==> config.mk <==
export PLATFORM = sky130hd
export DESIGN_NAME = trim_code_select
export DESIGN_NICKNAME = d
export VERILOG_FILES = /design/src/rtl/trim_sel_pkg.sv /design/src/rtl/prof_src.sv /design/src/rtl/host_wr_dec.sv /design/src/rtl/chan_code_sel.sv /design/src/rtl/trim_code_select.sv
export SDC_FILE = /design/constraint.sdc
export NUM_CORES = 1
export LEC_CHECK = 0
export BUFFER_PORTS_ARGS = -buffer_cell sky130_fd_sc_hd__buf_2
export CAP_MARGIN = 20
export CORE_ASPECT_RATIO = 1.2
export CORE_MARGIN = 3
export CORE_UTILIZATION = 45
export CTS_CLUSTER_SIZE = 20
export DETAILED_ROUTE_END_ITERATION = 8
export PLACE_DENSITY = 0.73
export SLEW_MARGIN = 20
export SYNTH_ARGS = -nofsm -noshare
export SYNTH_HDL_FRONTEND = slang
export SYNTH_SLANG_ARGS = --single-unit
export TNS_END_PERCENT = 50
==> constraint.sdc <==
create_clock -name clk -period 9.28 [get_ports clk]
set_clock_uncertainty 0.15 [all_clocks]
set_input_delay 1.392 -clock clk [delete_from_list [all_inputs] [get_ports clk]]
set_output_delay 1.392 -clock clk [all_outputs]
set_load 0.005 [all_outputs]
==> src/rtl/trim_sel_pkg.sv <==
package trim_sel_pkg;

    typedef enum logic [1:0] {
        PROF_NOM = 2'b00,
        PROF_HI  = 2'b01,
        PROF_AUX = 2'b10,
        PROF_LO  = 2'b11
    } prof_e;

    typedef enum logic [1:0] {
        NM_FIXED = 2'b00,
        NM_HOST  = 2'b01,
        NM_LOOP  = 2'b10,
        NM_SPARE = 2'b11
    } nom_mode_e;

    localparam int NUM_PROFILES = 4;

endpackage

==> src/rtl/prof_src.sv <==
module prof_src
    import trim_sel_pkg::*;
(
    input  logic [1:0] pin_prof_i,
    input  logic [1:0] int_prof_i,
    input  logic       use_int_i,
    output prof_e      prof_o
);

    logic [1:0] raw;

    always_comb begin
        raw    = use_int_i ? int_prof_i : pin_prof_i;
        prof_o = prof_e'(raw);
    end

endmodule

==> src/rtl/host_wr_dec.sv <==
module host_wr_dec #(
    parameter int CHANNELS = 8,
    localparam int IDX_W   = (CHANNELS > 1) ? $clog2(CHANNELS) : 1
) (
    input  logic                clk,
    input  logic                rst_n,
    input  logic                we_i,
    input  logic [IDX_W-1:0]    idx_i,
    output logic [CHANNELS-1:0] en_o
);

    for (genvar g = 0; g < CHANNELS; g++) begin : g_en
        assign en_o[g] = we_i && (idx_i == IDX_W'(g));
    end

    // a single write strobe never enables two channels
    assert_wr_onehot_R8: assert property (@(posedge clk) disable iff (!rst_n)
        $onehot0(en_o));

    // a write always reaches some channel
    assert_wr_reaches_R8: assert property (@(posedge clk) disable iff (!rst_n)
        (we_i && (int'(idx_i) < CHANNELS)) |-> ($countones(en_o) == 1));

endmodule

==> src/rtl/chan_code_sel.sv <==
module chan_code_sel
    import trim_sel_pkg::*;
#(
    parameter int CODE_W = 8
) (
    input  logic                                clk,
    input  logic                                rst_n,
    input  prof_e                               prof_i,
    input  nom_mode_e                           mode_i,
    input  logic [NUM_PROFILES-1:0][CODE_W-1:0] fixed_init_i,
    input  logic                                wr_en_i,
    input  logic [CODE_W-1:0]                   wr_data_i,
    input  logic [CODE_W-1:0]                   loop_code_i,
    output logic [CODE_W-1:0]                   code_o
);

    typedef struct packed {
        logic [NUM_PROFILES-1:0][CODE_W-1:0] fixed;
        logic [CODE_W-1:0]                   host;
        logic [CODE_W-1:0]                   code;
    } chan_st_t;

    chan_st_t st_d, st_q;

    always_comb begin
        st_d = st_q;
        if (wr_en_i) begin
            st_d.host = wr_data_i;
        end
        unique case (prof_i)
            PROF_NOM: begin
                unique case (mode_i)
                    NM_HOST: st_d.code = st_d.host;
                    NM_LOOP: st_d.code = loop_code_i;
                    default: st_d.code = st_q.fixed[0];
                endcase
            end
            default: st_d.code = st_q.fixed[2'(prof_i)];
        endcase
        if (!rst_n) begin
            st_d.fixed = fixed_init_i;
            st_d.host  = '0;
            st_d.code  = '0;
        end
    end

    always_ff @(posedge clk) begin
        st_q <= st_d;
    end

    assign code_o = st_q.code;

    // margin and spare profiles take the matching fixed code
    assert_fixed_prof_R3: assert property (@(posedge clk) disable iff (!rst_n)
        (prof_i != PROF_NOM) |=> (code_o == $past(st_q.fixed[2'(prof_i)])));

    // nominal profile in fixed or spare mode uses fixed code 0
    assert_nom_fixed_R4: assert property (@(posedge clk) disable iff (!rst_n)
        (prof_i == PROF_NOM && (mode_i == NM_FIXED || mode_i == NM_SPARE))
        |=> (code_o == $past(st_q.fixed[0])));

    // nominal profile in host mode, no write, shows the host code
    assert_host_sel_R5: assert property (@(posedge clk) disable iff (!rst_n)
        (prof_i == PROF_NOM && mode_i == NM_HOST && !wr_en_i)
        |=> (code_o == $past(st_q.host)));

    // a write to a selected host register reaches the output at once
    assert_host_bypass_R8: assert property (@(posedge clk) disable iff (!rst_n)
        (prof_i == PROF_NOM && mode_i == NM_HOST && wr_en_i)
        |=> (code_o == $past(wr_data_i)));

    // closed-loop mode forwards the engine code with one cycle of delay
    assert_loop_fwd_R6: assert property (@(posedge clk) disable iff (!rst_n)
        (prof_i == PROF_NOM && mode_i == NM_LOOP)
        |=> (code_o == $past(loop_code_i)));

    // fixed codes never change once out of reset
    assert_fixed_hold_R9: assert property (@(posedge clk) disable iff (!rst_n)
        1'b1 |=> $stable(st_q.fixed));

endmodule

==> src/rtl/trim_code_select.sv <==
module trim_code_select
    import trim_sel_pkg::*;
#(
    parameter int CHANNELS = 8,
    parameter int CODE_W   = 8,
    localparam int CH_IDX_W = (CHANNELS > 1) ? $clog2(CHANNELS) : 1,
    localparam int FIX_W    = NUM_PROFILES * CODE_W
) (
    input  logic                         clk,
    input  logic                         rst_n,
    input  logic [1:0]                   pin_prof_i,
    input  logic [1:0]                   int_prof_i,
    input  logic                         use_int_prof_i,
    input  logic [2*CHANNELS-1:0]        nom_mode_i,
    input  logic [FIX_W*CHANNELS-1:0]    fixed_codes_i,
    input  logic                         host_we_i,
    input  logic [CH_IDX_W-1:0]          host_ch_i,
    input  logic [CODE_W-1:0]            host_data_i,
    input  logic [CODE_W*CHANNELS-1:0]   loop_code_i,
    output logic [CODE_W*CHANNELS-1:0]   dac_code_o
);

    prof_e               active_prof;
    logic [CHANNELS-1:0] wr_en;

    prof_src u_src (
        .pin_prof_i (pin_prof_i),
        .int_prof_i (int_prof_i),
        .use_int_i  (use_int_prof_i),
        .prof_o     (active_prof)
    );

    host_wr_dec #(.CHANNELS(CHANNELS)) u_dec (
        .clk   (clk),
        .rst_n (rst_n),
        .we_i  (host_we_i),
        .idx_i (host_ch_i),
        .en_o  (wr_en)
    );

    for (genvar c = 0; c < CHANNELS; c++) begin : g_ch
        logic [NUM_PROFILES-1:0][CODE_W-1:0] fix_slice;
        nom_mode_e                           mode;

        assign fix_slice = fixed_codes_i[c*FIX_W +: FIX_W];
        assign mode      = nom_mode_e'(nom_mode_i[c*2 +: 2]);

        chan_code_sel #(.CODE_W(CODE_W)) u_ch (
            .clk          (clk),
            .rst_n        (rst_n),
            .prof_i       (active_prof),
            .mode_i       (mode),
            .fixed_init_i (fix_slice),
            .wr_en_i      (wr_en[c]),
            .wr_data_i    (host_data_i),
            .loop_code_i  (loop_code_i[c*CODE_W +: CODE_W]),
            .code_o       (dac_code_o[c*CODE_W +: CODE_W])
        );
    end

endmodule

# ---- Yosys cells after proc, flatten, opt, wreduce, memory -nomap -nowiden
# Cells that the tools add are included.
dict set report totals {
  reg_bits 384
  output_inout_bits 64
  wordCells 123
  inputBits 355
}
dict set report classes {
  order_cmp 1
  reduce_logical 10
  muxes 41
  eq_ne 23
}
# operator count
set op_table {}
lappend op_table {{8-bit two-way mux} 24}
lappend op_table {{8-bit binary-select mux with 2-bit select} 8}
lappend op_table {{8-bit case mux with 2 select lines} 8}
lappend op_table {{2-bit by 1-bit == test with 1-bit output, second input constant} 8}
lappend op_table {{2-bit == test, second input constant} 8}
lappend op_table {{3-bit == test, second input constant} 4}
lappend op_table {{1-bit logical AND} 8}
lappend op_table {{3-bit by 2-bit == test with 1-bit output, second input constant} 2}
lappend op_table {{3-bit by 1-bit == test with 1-bit output, second input constant} 1}
lappend op_table {{3-bit zero test} 1}
lappend op_table {{2-bit by 3-bit less-than comparator with 1-bit output, second input constant} 1}
lappend op_table {{2-bit zero test} 1}
lappend op_table {{2-bit two-way mux} 1}

# ---- Depth between registers and ports, before layout
dict set report depth {
  word_depth 5
  depth_mapped 6
  depth_no_buf 5
}

# ---- Modules after synthesis
# Synthesis repeated with hierarchy kept, for this count alone.
dict set report hier_totals {
  cells_unflattened 1090
  area_unflattened_um2 15483.6
}
# module cells_per_inst area_each_um2 n_inst seq_area_each_um2
set modules_own_cells {}
lappend modules_own_cells {chan_code_sel 135 1920.6 8 1281.2}
lappend modules_own_cells {host_wr_dec 8 96.3 1 0.0}
lappend modules_own_cells {prof_src 2 22.5 1 0.0}

# ---- Least setup slack after synthesis
# No wires, ideal clock.
dict set report synth_timing {
  kind {input -> register}
  from {in rst_n}
  to {reg g_ch[0].u_ch.st_q[16] (netlist name) (enable)}
  path_slack_ns -0.162
  path_stages 2
  n_path_buf 1
  setup_ns 0.723
  required_time_ns 8.407
  arrival_ns 8.570
  path_cell_list {inv_1 clkbuf_1}
}
# element line
set synth_lines {}
lappend synth_lines {{start: declaration} trim_code_select.sv:10} ;# input logic rst_n,
lappend synth_lines {{end signal: assignment} chan_code_sel.sv:48} ;# st_q <= st_d;
lappend synth_lines {{end: declaration} chan_code_sel.sv:23} ;# chan_st_t st_d, st_q;
# No word-level cell between the ends.

# ---- Final worst setup path
dict set report layout_timing {
  from {in rst_n}
  to {reg g_ch[5].u_ch.st_q[18] (netlist name) (enable)}
}
# element line
set layout_lines {}
lappend layout_lines {{end signal: assignment} chan_code_sel.sv:48}
lappend layout_lines {{end: declaration} chan_code_sel.sv:23}
# No word-level cell between the ends.

==> impl_results.md <==
- Ports: 419
- Clk_lat worst skew: 530 ps
- Synth area leader: edfxtp_1
- WL final: 41,500 µm
- Final min period: 3920 ps
- Final period utilization: 42.3%
- Max Cap Viol: 0
- CTS root buf: clkbuf_16
- Synth Area in Compound Gates: 11.9%
- Reg clk slew, reported paths: 60 ps
- Post-synthesis xor/xnor area fraction: 0%
- P_sw: 894 µW
- Multi-input gate area: 0.00450 mm²
- Crit path top cell by count: buf_4
- Hold_sp: g_ch[1].u_ch.st_q[15]
- Vias per cell: 5.34
- Placed cell count: 1,775
- Die area: 0.0369 mm²
- Initial drt markers: 639
- Final antenna-violating net count: 0
- Rel. slew slack: 31.8%
- Largest family of logic cells by synthesized area: compound AO/OA/AOI/OAI gates
- Mapped Nets: 1,398
- H-tree level count: 2
- CTS tree: yes
- Most common cell after layout, fill and taps aside: buf_2
- Yosys reg bits: 384
- Sequential area share after synthesis: 65.8%
- Residual DRC: 0
- WHS Endpoint: g_ch[1].u_ch.st_q[15]
- Multiplexer share of the synthesized area: 9.35%
- Final Worst Setup Slack: 5360 ps
- Adder-cell area share of the yosys netlist: 1.29%
- Hold violation count in the final report: 0
- Cell depth of the worst min-delay path: 2
- Setup TNS Final: 0 ps
- Vias post-DR: 9,914
- Mapped cell area: 0.0156 mm²
- Pre-Repair DR Iteration Count: 5
- Distinct cells, synth: 29
- Max Clock Freq: 0.255 GHz
- Reg2Reg Setup Slack: 7860 ps
- P&R area growth vs syn: 21.2%
- Routed length per placed instance: 22.4 µm
- Setup WS pre-CTS: 4690 ps
- WS Path Type: in2reg
- Largest net degree at the start of global routing: 145
- CP max-delay cell: buf_4
- Simple-Gate Fraction of Synth Area: 5.96%
- Pint: 3080 µW
- Critical path required time: 9290 ps
- Worst hold path class: reg2reg
- Sw frac: 22.5%
- Vias in the first global route: 10,400
- Met3 routed WL: 2910 µm
- Worst-Margin Slew: 1020 ps
- Total grt overflow: 0
- Clock sinks: 384
- Initial core utilization: 45.7%
- CP Max Fanout: 144
- DP Wirelength: 28,800 µm
- Layout cells sized above 1: 39.4%
- Top-area cell type share of the netlist area: 49.4%
- Cell count after synthesis: 1,027
- End of the worst register-to-register path: g_ch[7].u_ch.code_o[7]
- M1 wire length: 16,100 µm
- Final instance area: 0.0189 mm²
- Reg area: 0.0102 mm²
- Routability Congestion: 0.811
- VDD IR max: 0.151 mV
- CP peak stage delay: 890 ps
- Seq pwr share: 50.3%
- Leak pwr: 0.00781 µW
- Post-Layout Cell Count: 1,856
- R2R cell count: 3
- Core area: 0.0341 mm²
- Post-CTS setup buffer count: 0
- # rows: 74
- CTS Hold Buffers Added: 0
- Nets: 1,732
- Placed cell areas: 0.0176 mm²
- Die Wd: 176 µm
- Outcome: finished clean
- GRT Total Usage: 21.8%
- Chip height: 210 µm
- Final setup viols: 0
- First-pass GRT wire length: 61,200 µm
- Highest Signal Layer: met5
- Port bufs: 418
- CP endpoint kind: register
- Cts bufs inserted: 40
- Max Slew Vio Count: 0
- Clk buf depth: 3
- CP Data Arrival Time: 3930 ps
- RSZ-0062 raised after global routing: no
- Comb power frac: 10.2%
- Clock share of power: 39.6%
- Most frequent cells in the layout: buf_2 (417), edfxtp_1 (256), dfxtp_1 (128)
- Initial antenna violation count: 12
- Post-Syn Area per Cell: 15.2 µm²
- Post-CTS Resized: 0
- Worst path cell trace: buf_4 -> inv_8 -> buf_4 -> buf_4
- Pwr Density: 211 mW/mm²
- Yosys warns: 0
- WL met2: 21,000 µm
- R2r startpoint: g_ch[7].u_ch.st_q[15]
- Largest cells by area after synthesis: edfxtp_1 (49%), dfxtp_1 (16%), mux2i_1 (4.8%), a32o_1 (4.1%), o2bb2ai_1 (3.6%)
- Fill count: 2,793
- CP startpoint kind: input port
metrics by stage:
step	hold WS [ps]	utilization [%]	total power, µW
6_report	344	55.4	3980
3_5_place_dp	339	51.6	2440
2_1_floorplan	300	-	2290
4_1_cts	353	55.3	4010
5_1_grt	380	55.4	4120
3_3_place_gp	315	51.6	2430
cells by family after synthesis:
logic type | Yosys count
compound gates | 202
mux | 130
flops | 384
buf+inv | 155
fa+ha+maj | 16
simple gates | 140
worst max path at each step:
stage | slack, ps | endpoint | depth (start not counted) | from
3_5_place_dp | 4690 | g_ch[7].u_ch.st_q[47] | 4 | rst_n
4_1_cts | 5280 | g_ch[4].u_ch.st_q[23] | 4 | rst_n
3_3_place_gp | 4790 | g_ch[7].u_ch.st_q[39] | 4 | rst_n
6_report | 5360 | g_ch[5].u_ch.st_q[18] | 4 | rst_n
5_1_grt | 5080 | g_ch[5].u_ch.st_q[44] | 4 | rst_n
2_1_floorplan | 3870 | g_ch[0].u_ch.st_q[16] | 2 | rst_n
power groups by stage:
| stage | Sequential, µW | Clock [µW] | Combinational [µW] |
|---|---|---|---|
| after floorplan | 2030 | 0 | 260 |
| after global placement | 2030 | 0 | 396 |
| after detailed placement | 2040 | 0 | 408 |
| after CTS | 2000 | 1600 | 410 |
| after global routing | 2010 | 1670 | 442 |
| final | 2000 | 1570 | 405 |
flip-flops by register name, summed over array words and instances, names as in the netlist:
name	count
g_ch.u_ch.st_q	320
g_ch.u_ch.code_o	64
critical path: cells and delay by family:
kind / cells / cell delay [ps]
buffers and inverters: 4 / 2450
layer usage:
metal | global-route usage (%) | vias up
met2 | 37.7 | 397
met4 | 8.47 | 6
met1 | 26.5 | 4828
met3 | 5.16 | 92
met5 | 0 | -
li1 | - | 4591
cell type report:
type                       count  share of cell area [%]
inverter                      19                   0.418
sequential                   384                    54.3
multi-input combinational    488                    23.8
clock buffer                  58                    6.04
clock inverter                13                   0.756
tap                          456                    3.02
antenna                       10                   0.133
timing repair buffer         428                    11.5
cells in the mapped netlist, drive strengths merged:
master,n
buf,100
nand4,1
o2bb2ai,64
edfxtp,256
inv,19
nor2b,1
a32o,64
nand4b,3
nand2b,64
ha,16
mux2i,75
nor4b,1
o21ai,9
a221o,55
mux2,55
dfxtp,128
nor2,11
and2,55
nor4bb,3
clkbuf,36
a21oi,10
nor3,1
No activity file was read; power rests on OpenSTA's default activity.
